===== config.mk =====
export PLATFORM = sky130hd
export DESIGN_NAME = lbist_engine
export DESIGN_NICKNAME = d
export VERILOG_FILES = /design/src/rtl/lbist_pkg.sv /design/src/rtl/lbist_prpg.sv /design/src/rtl/lbist_misr.sv /design/src/rtl/lbist_seq.sv /design/src/rtl/lbist_engine.sv
export SDC_FILE = /design/constraint.sdc
export NUM_CORES = 1
export LEC_CHECK = 0
export ABC_CLOCK_PERIOD_IN_PS = 1650
export BUFFER_PORTS_ARGS = -buffer_cell sky130_fd_sc_hd__buf_4
export CORE_UTILIZATION = 52
export DETAILED_ROUTE_END_ITERATION = 12
export MAX_ROUTING_LAYER = met4
export PLACE_DENSITY = 0.75
export SLEW_MARGIN = 20
export SYNTH_ARGS = -nofsm -noshare
export SYNTH_HDL_FRONTEND = slang
export SYNTH_SLANG_ARGS = --single-unit

===== constraint.sdc =====
create_clock -name clk_i -period 1.65 [get_ports clk_i]
set_input_delay 0.33 -clock clk_i [delete_from_list [all_inputs] [get_ports clk_i]]
set_output_delay 0.33 -clock clk_i [all_outputs]
set_load 0.05 [all_outputs]

===== src/rtl/lbist_pkg.sv =====
package lbist_pkg;
  typedef enum logic [2:0] {
    ST_IDLE,
    ST_LOAD,
    ST_CAPT,
    ST_UNLOAD,
    ST_CMP
  } lbist_st_e;
endpackage


===== src/rtl/lbist_prpg.sv =====
module lbist_prpg #(
  parameter int             W     = 16,
  parameter int             N_OUT = 4,
  parameter logic [W-1:0]   POLY  = 16'h6801,
  parameter logic [W-1:0]   SEED  = 16'hACE1
) (
  input  logic             clk_i,
  input  logic             rst_ni,
  input  logic             load_i,
  input  logic             step_i,
  output logic [N_OUT-1:0] tap_o
);
  localparam int SPREAD = W / N_OUT;

  logic [W-1:0] state_q, state_d;

  assign state_d = {state_q[W-2:0], 1'b0} ^ (state_q[W-1] ? POLY : '0);

  always_ff @(posedge clk_i or negedge rst_ni) begin
    if (!rst_ni)     state_q <= SEED;
    else if (load_i) state_q <= SEED;
    else if (step_i) state_q <= state_d;
  end

  // spread taps across the register to decorrelate neighbouring chains
  for (genvar c = 0; c < N_OUT; c++) begin : g_tap
    assign tap_o[c] = state_q[c*SPREAD];
  end
endmodule


===== src/rtl/lbist_misr.sv =====
module lbist_misr #(
  parameter int           W    = 16,
  parameter int           N_IN = 4,
  parameter logic [W-1:0] POLY = 16'hA011,
  parameter logic [W-1:0] SEED = 16'h5A5A
) (
  input  logic            clk_i,
  input  logic            rst_ni,
  input  logic            load_i,
  input  logic            en_i,
  input  logic [N_IN-1:0] data_i,
  input  logic [N_IN-1:0] mask_i,
  output logic [W-1:0]    sig_o
);
  logic [W-1:0] sig_q, fold, sig_d;

  // x-bounding: masked chain outputs contribute 0
  always_comb begin
    fold = '0;
    for (int c = 0; c < N_IN; c++) begin
      fold[c % W] = fold[c % W] ^ (data_i[c] & ~mask_i[c]);
    end
  end

  assign sig_d = ({sig_q[W-2:0], 1'b0} ^ (sig_q[W-1] ? POLY : '0)) ^ fold;

  always_ff @(posedge clk_i or negedge rst_ni) begin
    if (!rst_ni)     sig_q <= SEED;
    else if (load_i) sig_q <= SEED;
    else if (en_i)   sig_q <= sig_d;
  end

  assign sig_o = sig_q;
endmodule


===== src/rtl/lbist_seq.sv =====
module lbist_seq
  import lbist_pkg::*;
#(
  parameter int CHAIN_LEN = 8,
  parameter int PAT_W     = 8
) (
  input  logic             clk_i,
  input  logic             rst_ni,
  input  logic             start_i,
  input  logic [PAT_W-1:0] pat_count_i,
  output lbist_st_e        st_o,
  output logic             scan_en_o,
  output logic             seed_o,
  output logic             prpg_step_o,
  output logic             misr_en_o,
  output logic             cmp_o
);
  localparam int              SH_W    = (CHAIN_LEN > 1) ? $clog2(CHAIN_LEN) : 1;
  localparam logic [SH_W-1:0] SH_LAST = SH_W'(CHAIN_LEN - 1);

  lbist_st_e        st_q;
  logic [SH_W-1:0]  sh_q;
  logic [PAT_W-1:0] pat_q, lim_q;
  logic             resp_q;
  logic             accept;

  assign accept = (st_q == ST_IDLE) && start_i;

  always_ff @(posedge clk_i or negedge rst_ni) begin
    if (!rst_ni) begin
      st_q   <= ST_IDLE;
      sh_q   <= '0;
      pat_q  <= '0;
      lim_q  <= '0;
      resp_q <= 1'b0;
    end else begin
      unique case (st_q)
        ST_IDLE: if (start_i) begin
          lim_q  <= pat_count_i;
          pat_q  <= '0;
          sh_q   <= '0;
          resp_q <= 1'b0;
          st_q   <= (pat_count_i == '0) ? ST_CMP : ST_LOAD;
        end
        ST_LOAD: begin
          if (sh_q == SH_LAST) begin
            sh_q <= '0;
            st_q <= ST_CAPT;
          end else begin
            sh_q <= sh_q + SH_W'(1);
          end
        end
        ST_CAPT: begin
          pat_q  <= pat_q + PAT_W'(1);
          resp_q <= 1'b1;
          st_q   <= ((pat_q + PAT_W'(1)) == lim_q) ? ST_UNLOAD : ST_LOAD;
        end
        ST_UNLOAD: begin
          if (sh_q == SH_LAST) begin
            sh_q <= '0;
            st_q <= ST_CMP;
          end else begin
            sh_q <= sh_q + SH_W'(1);
          end
        end
        ST_CMP:  st_q <= ST_IDLE;
        default: st_q <= ST_IDLE;
      endcase
    end
  end

  always_comb begin
    scan_en_o   = (st_q == ST_LOAD) || (st_q == ST_UNLOAD);
    prpg_step_o = (st_q == ST_LOAD);
    // load window overlaps unload of previous response, if any
    misr_en_o   = ((st_q == ST_LOAD) && resp_q) || (st_q == ST_UNLOAD);
    seed_o      = accept;
    cmp_o       = (st_q == ST_CMP);
  end

  assign st_o = st_q;
endmodule


===== src/rtl/lbist_engine.sv =====
module lbist_engine
  import lbist_pkg::*;
#(
  parameter int                N_CHAINS  = 4,
  parameter int                CHAIN_LEN = 8,
  parameter int                PAT_W     = 8,
  parameter int                SIG_W     = 16,
  parameter int                PRPG_W    = 16,
  parameter logic [PRPG_W-1:0] PRPG_POLY = 16'h6801,
  parameter logic [PRPG_W-1:0] PRPG_SEED = 16'hACE1,
  parameter logic [SIG_W-1:0]  MISR_POLY = 16'hA011,
  parameter logic [SIG_W-1:0]  MISR_SEED = 16'h5A5A
) (
  input  logic                clk_i,
  input  logic                rst_ni,
  input  logic                start_i,
  input  logic [PAT_W-1:0]    pat_count_i,
  input  logic [SIG_W-1:0]    golden_sig_i,
  input  logic [N_CHAINS-1:0] xmask_i,
  input  logic [N_CHAINS-1:0] scan_out_i,
  output logic                scan_en_o,
  output logic [N_CHAINS-1:0] scan_in_o,
  output logic                done_o,
  output logic                pass_o
);
  lbist_st_e           st;
  logic                seed, prpg_step, misr_en, cmp;
  logic [N_CHAINS-1:0] prpg_tap;
  logic [N_CHAINS-1:0] xmask_q;
  logic [SIG_W-1:0]    gold_q, sig;
  logic                done_q, pass_q;

  lbist_seq #(
    .CHAIN_LEN (CHAIN_LEN),
    .PAT_W     (PAT_W)
  ) u_seq (
    .clk_i       (clk_i),
    .rst_ni      (rst_ni),
    .start_i     (start_i),
    .pat_count_i (pat_count_i),
    .st_o        (st),
    .scan_en_o   (scan_en_o),
    .seed_o      (seed),
    .prpg_step_o (prpg_step),
    .misr_en_o   (misr_en),
    .cmp_o       (cmp)
  );

  lbist_prpg #(
    .W     (PRPG_W),
    .N_OUT (N_CHAINS),
    .POLY  (PRPG_POLY),
    .SEED  (PRPG_SEED)
  ) u_prpg (
    .clk_i  (clk_i),
    .rst_ni (rst_ni),
    .load_i (seed),
    .step_i (prpg_step),
    .tap_o  (prpg_tap)
  );

  lbist_misr #(
    .W    (SIG_W),
    .N_IN (N_CHAINS),
    .POLY (MISR_POLY),
    .SEED (MISR_SEED)
  ) u_misr (
    .clk_i  (clk_i),
    .rst_ni (rst_ni),
    .load_i (seed),
    .en_i   (misr_en),
    .data_i (scan_out_i),
    .mask_i (xmask_q),
    .sig_o  (sig)
  );

  // configuration is frozen for the whole run
  always_ff @(posedge clk_i or negedge rst_ni) begin
    if (!rst_ni) begin
      xmask_q <= '0;
      gold_q  <= '0;
    end else if (seed) begin
      xmask_q <= xmask_i;
      gold_q  <= golden_sig_i;
    end
  end

  always_ff @(posedge clk_i or negedge rst_ni) begin
    if (!rst_ni) begin
      done_q <= 1'b0;
      pass_q <= 1'b0;
    end else if (seed) begin
      done_q <= 1'b0;
      pass_q <= 1'b0;
    end else if (cmp) begin
      done_q <= 1'b1;
      pass_q <= (sig == gold_q);
    end
  end

  assign scan_in_o = (st == ST_LOAD) ? prpg_tap : '0;
  assign done_o    = done_q;
  assign pass_o    = pass_q;
endmodule


-- Word level (Yosys, flattened, before mapping)
Cells that the tools add are included.
- add/sub/neg operators: 2
- equal/unequal tests: 10
- mux-type cells: 24
- bitwise logic cells: 11
- reduce and logical (&&, ||, !) cells: 16
- operators with widths (cell ; number):
    two-way mux 16 bit ; 5
    bitwise XOR 16 bit ; 2
    two-way mux 3 bit ; 6
    equality test 16 bit ; 1
    case mux 8 bit (2 select lines) ; 1
    bitwise XOR 16 x 4 -> 16 bit ; 1
    two-way mux 15 bit ; 1
    case mux 3 bit (4 select lines) ; 1
    nonzero test 2 bit ; 5
    adder 8 x 1 -> 8 bit (second input constant) ; 1
    equality test 8 bit ; 1
    logical NOT 8 bit ; 1
    two-way mux 8 bit ; 1
    equality test 3 x 2 -> 1 bit (second input constant) ; 2
    equality test 3 bit (second input constant) ; 2
    case mux 3 bit (2 select lines) ; 1
    AND reduction 2 bit ; 3
    two-way mux 1 bit ; 5
    AND 1 bit ; 4
    two-way mux 4 bit ; 1
    != test 2 x 1 -> 1 bit (second input constant) ; 2
    NOT 1 bit ; 4
    adder 3 x 1 -> 3 bit (second input constant) ; 1
    equality test 3 x 1 -> 1 bit (second input constant) ; 1
    8 further kinds ; 10
- register bits: 77
- input port bits: 35
- output and inout port bits: 7

-- Logic depth before layout (Yosys ltp)
- depth after elaboration: 5
- depth in mapped cells: 9
- mapped depth without buffers: 5

-- Cells and area by module
A second synthesis with hierarchy kept.
- cell total of the unflattened synthesis: 335
- area total of the unflattened synthesis: 3870.0 µm²
- modules (own cells, without submodules) (module ; times used ; cells an instance ; area an instance (µm²) ; sequential area each (µm²)):
    lbist_seq ; 1 ; 133 ; 1328.8 ; 575.6
    lbist_engine ; 1 ; 76 ; 1022.2 ; 550.5
    lbist_misr ; 1 ; 66 ; 775.7 ; 410.4
    lbist_prpg ; 1 ; 60 ; 743.2 ; 410.4

-- Least setup slack after synthesis
Ideal clock, no wire load.
- path type: reg2out
- from: register u_seq.st_q[2], in the netlist u_seq.st_o[2]
- to: output scan_in_o[3]
- data arrival time: 1.686 ns
- required time: 1.320 ns
- path slack: -0.366 ns
- stages on the path, launching flop included: 7
- path buffers: 3
- path through: dfrtp_1 > buf_2 > nand2b_1 > buf_2 > nor2_1 > buf_2 > and2_1
- longest elaborated chain between the ends: 2
- ends and longest elaborated chain (item ; RTL line ; text):
    start: declaration ; lbist_seq.sv:21 ; lbist_st_e st_q;
    start signal: assignment ; lbist_seq.sv:43 ; st_q <= (pat_count_i == '0) ? ST_CMP : ST_LOAD;
    start signal: assignment ; lbist_seq.sv:56 ; st_q <= ((pat_q + PAT_W'(1)) == lim_q) ? ST_UNLOAD : ST_LOAD;
    equality test 3 x 1 -> 1 bit ; lbist_engine.sv:101 ; assign scan_in_o = (st == ST_LOAD) ? prpg_tap : '0;
    two-way mux 4 bit ; lbist_engine.sv:101 ;
    end: declaration ; lbist_engine.sv:22 ; output logic [N_CHAINS-1:0] scan_in_o,
Every way passes these cells.

-- Worst setup path in the final report
- from: register u_seq.st_q[2], in the netlist u_seq.st_o[2]
- to: output scan_in_o[1]
Same word-level chain as after synthesis.

==> flow_summary.json <==
{
  "status": "finished with violations",
  "violations": "setup timing",
  "layout-drive-gt1-share_pct": 25.7,
  "dpl.hpwl_mm": 5.47,
  "drt_iter0_markers": 205,
  "vias_per_cell": 5.33,
  "io_buffers": 41,
  "hold_class": "primary input to flip-flop",
  "root_buffer": "clkbuf_8",
  "vdd_drop_max_v": 0.000932,
  "insertion_delay_ns": 0.36,
  "worst-setup-path-type": "flip-flop to output port",
  "relSlewSlack_pct": 56.9,
  "crit_buf_inv": 2,
  "finalCriticalPeriod_ns": 1.77,
  "vias": 3083,
  "ys_async_sr_fraction_pct": 100,
  "wirelength_mm": 8.63,
  "hold_violations": 0,
  "nNetsFinal": 515,
  "arrival_ns": 1.44,
  "yosys_most_used_dff": "dfrtp_1",
  "start_kind": "flip-flop",
  "fin_skew_ns": 0.0117,
  "grt_pass1_wl_mm": 13.4,
  "syn_nets": 451,
  "finalSetupTns_ns": -0.600,
  "gr-total-overflow": 0,
  "power_per_cell_area_nw_per_um2": 1890,
  "cts_buffer_depth": 2,
  "worstPathMaxFanout": 6,
  "cp-startpoint": "u_seq.st_o[2]",
  "slew_violations": 0,
  "maxCapViolCount": 0,
  "placed_area_um2": 4260,
  "tritoncts": "done",
  "critical_path_depth": 5,
  "clk_pin_slew_ns": 0.09,
  "fin_ws_ns": -0.120,
  "dp.cells": 550,
  "rows": 30,
  "reg2regPathDepth": 7,
  "io_pins": 42,
  "synthToLayoutAreaGrowth_pct": 27.2,
  "die_y_um": 86.3,
  "syn_inst": 413,
  "diodes": 0,
  "crit_family": "simple AND/OR/NAND/NOR gates",
  "start_util_pct": 54.1,
  "ys_top_cells_by_area": "dfrtp_1, nand2_1, dfstp_2",
  "synth_top_area_share_pct": 41.3,
  "final.fill_count": 526,
  "end_kind": "output port",
  "final_common_cell": "nand2_1",
  "synth-seq-area-share_pct": 52.6,
  "gp_congestion": 0.874,
  "cp.required_ns": 1.32,
  "r2r_end": "u_seq.pat_q[3]",
  "slowest_stage": "dfrtp_1",
  "fmax_mhz": 565,
  "setup_violations": 7,
  "p_leak_nw": 2.24,
  "clkSinkCount": 77,
  "endpoint": "scan_in_o[1]",
  "cts_buffers": 9,
  "track_usage_pct": 24.2,
  "ant_nets": 0,
  "ys_ff_latch": 77,
  "ys_warn_count": 0,
  "post-route-util_pct": 68.8,
  "drc_errors": 0,
  "yosys.area.top_type": "dfrtp_1",
  "firstDrtPassIters": 5,
  "fp.coreArea_um2": 6830,
  "fin_area_um2": 4700,
  "final_cell_mix": "nand2_1, buf_4, dfrtp_1",
  "worstReg2RegStart": "u_seq.st_o[0]",
  "synth_area_per_cell_um2": 8.96,
  "cts_max_level": 3,
  "synth_cell_types": 41,
  "wire_per_inst_um": 14.9,
  "r2r_setup_slack_ns": -0.08,
  "synth_edf_count": 0,
  "worst_pin_slew_ns": 0.641,
  "grt_pass1_vias": 2818,
  "netlist_area_um2": 3700,
  "period_share_pct": 107,
  "antenna_found_initial": 0,
  "cp_cell_sequence": "nand2b_4 -> nor2_4 -> buf_6 -> and2_4 -> buf_8",
  "slowest_delay_ns": 0.40,
  "die_area_um2": 7450,
  "post_layout_nonfiller_instances": 578,
  "grt_max_degree": 50,
  "rsz0062_at_grt": "true",
  "die_w_um": 86.3
}
## Yosys cell counts, types with 2 or more instances
library cell and count:
a21oi_1 14, a211o_1 2, o31ai_1 2, xnor2_1 13
nand3b_1 2, ha_1 3, dfstp_2 16, a211oi_1 4
nand2_1 148, nor3_1 2, and3_1 3, clkbuf_1 12
a31oi_1 3, xor2_1 19, nand3_1 18, a21o_1 2
dfrtp_1 61, nor2b_1 4, o211ai_1 7, buf_2 10
and2_1 3, nand2b_1 4, nor2_1 13, and4_1 2
nor3b_1 2, o21ai_0 17, nor4_1 6, inv_1 5
nand4_1 4
## how the worst min path moves through the flow
stage / start / to / slack [ns] / cells after the start
6_report: golden_sig_i[5] / gold_q[5] / 0.15 / 3
3_5_place_dp: rst_ni / u_seq.pat_q[7] / 0.20 / 1
4_1_cts: golden_sig_i[5] / gold_q[5] / 0.15 / 3
5_1_grt: golden_sig_i[5] / gold_q[5] / 0.14 / 3
3_3_place_gp: rst_ni / u_seq.pat_q[7] / 0.20 / 1
2_1_floorplan: rst_ni / done_o / 0.03 / 0
## what timing repair did
action	CTS	global route
endpoints found under the hold margin	8	0
pin swaps	2	8
buffers inserted	6	5
gates cloned	0	1
endpoints found under the setup margin	5	61
hold buffers	1	0
gates resized for setup	15	26
## worst min-delay path, cell delays in order
cell and delay (ns):
buf_4 0.07, nand2_1 0.04, nand2_1 0.04
## state kept, by name, indices dropped and copies added, names as in the netlist
register and cells:
u_prpg.state_q 16, done_o 1, u_seq.pat_q 8, u_seq.resp_q 1
pass_o 1, gold_q 16, u_misr.sig_o 16, u_seq.st_o 3
u_seq.lim_q 8, u_seq.sh_q 3, xmask_q 4
## cells by family after synthesis
family / share of synthesized area [%]
adder cells (fa/ha/maj): 1.29
AND/OR/NAND/NOR: 25.6
XOR/XNOR: 7.58
flip-flops: 52.6
buffers and inverters: 3.38
AO/OA/AOI/OAI: 9.47
## per-stage QoR
step / setup WS (ns) / total power [W] / hold WS, ns
2_1_floorplan: -0.0379 / 0.00591 / 0.0344
3_3_place_gp: 0.0790 / 0.00676 / 0.203
3_5_place_dp: 0.0706 / 0.00690 / 0.202
4_1_cts: -0.103 / 0.00871 / 0.148
5_1_grt: -0.173 / 0.00946 / 0.145
6_report: -0.120 / 0.00889 / 0.154
## layer usage
metal  wire [um]  share of wire (%)  GRT usage, %  vias to the layer above
li1            -                  -             -                     1494
met1        3870                 45          31.7                     1487
met2        4180                 48          37.8                       83
met3         343                4.0          4.00                       19
met4         245                2.8          9.70                        0
met5           0                  0             -                        -
## power by group
| part | switching (W) | total [W] | internal, W |
|---|---|---|---|
| logic | 0.00199 | 0.00371 | 0.00172 |
| clock network | 0.000714 | 0.00158 | 0.000861 |
| registers | 0.000735 | 0.00360 | 0.00287 |
## area by class of cell
cell class | count | area (um^2) | share of cell area [%]
Clock buffer | 11 | 131 | 2.79
Tap cell | 96 | 120 | 2.55
Sequential cell | 77 | 1950 | 41.4
Timing Repair Buffer | 77 | 693 | 14.7
Clock inverter | 5 | 85.1 | 1.81
Multi-Input combinational cell | 307 | 1700 | 36.0
Inverter | 5 | 30.0 | 0.638
Note: power is estimated with default switching activity, not from simulation.
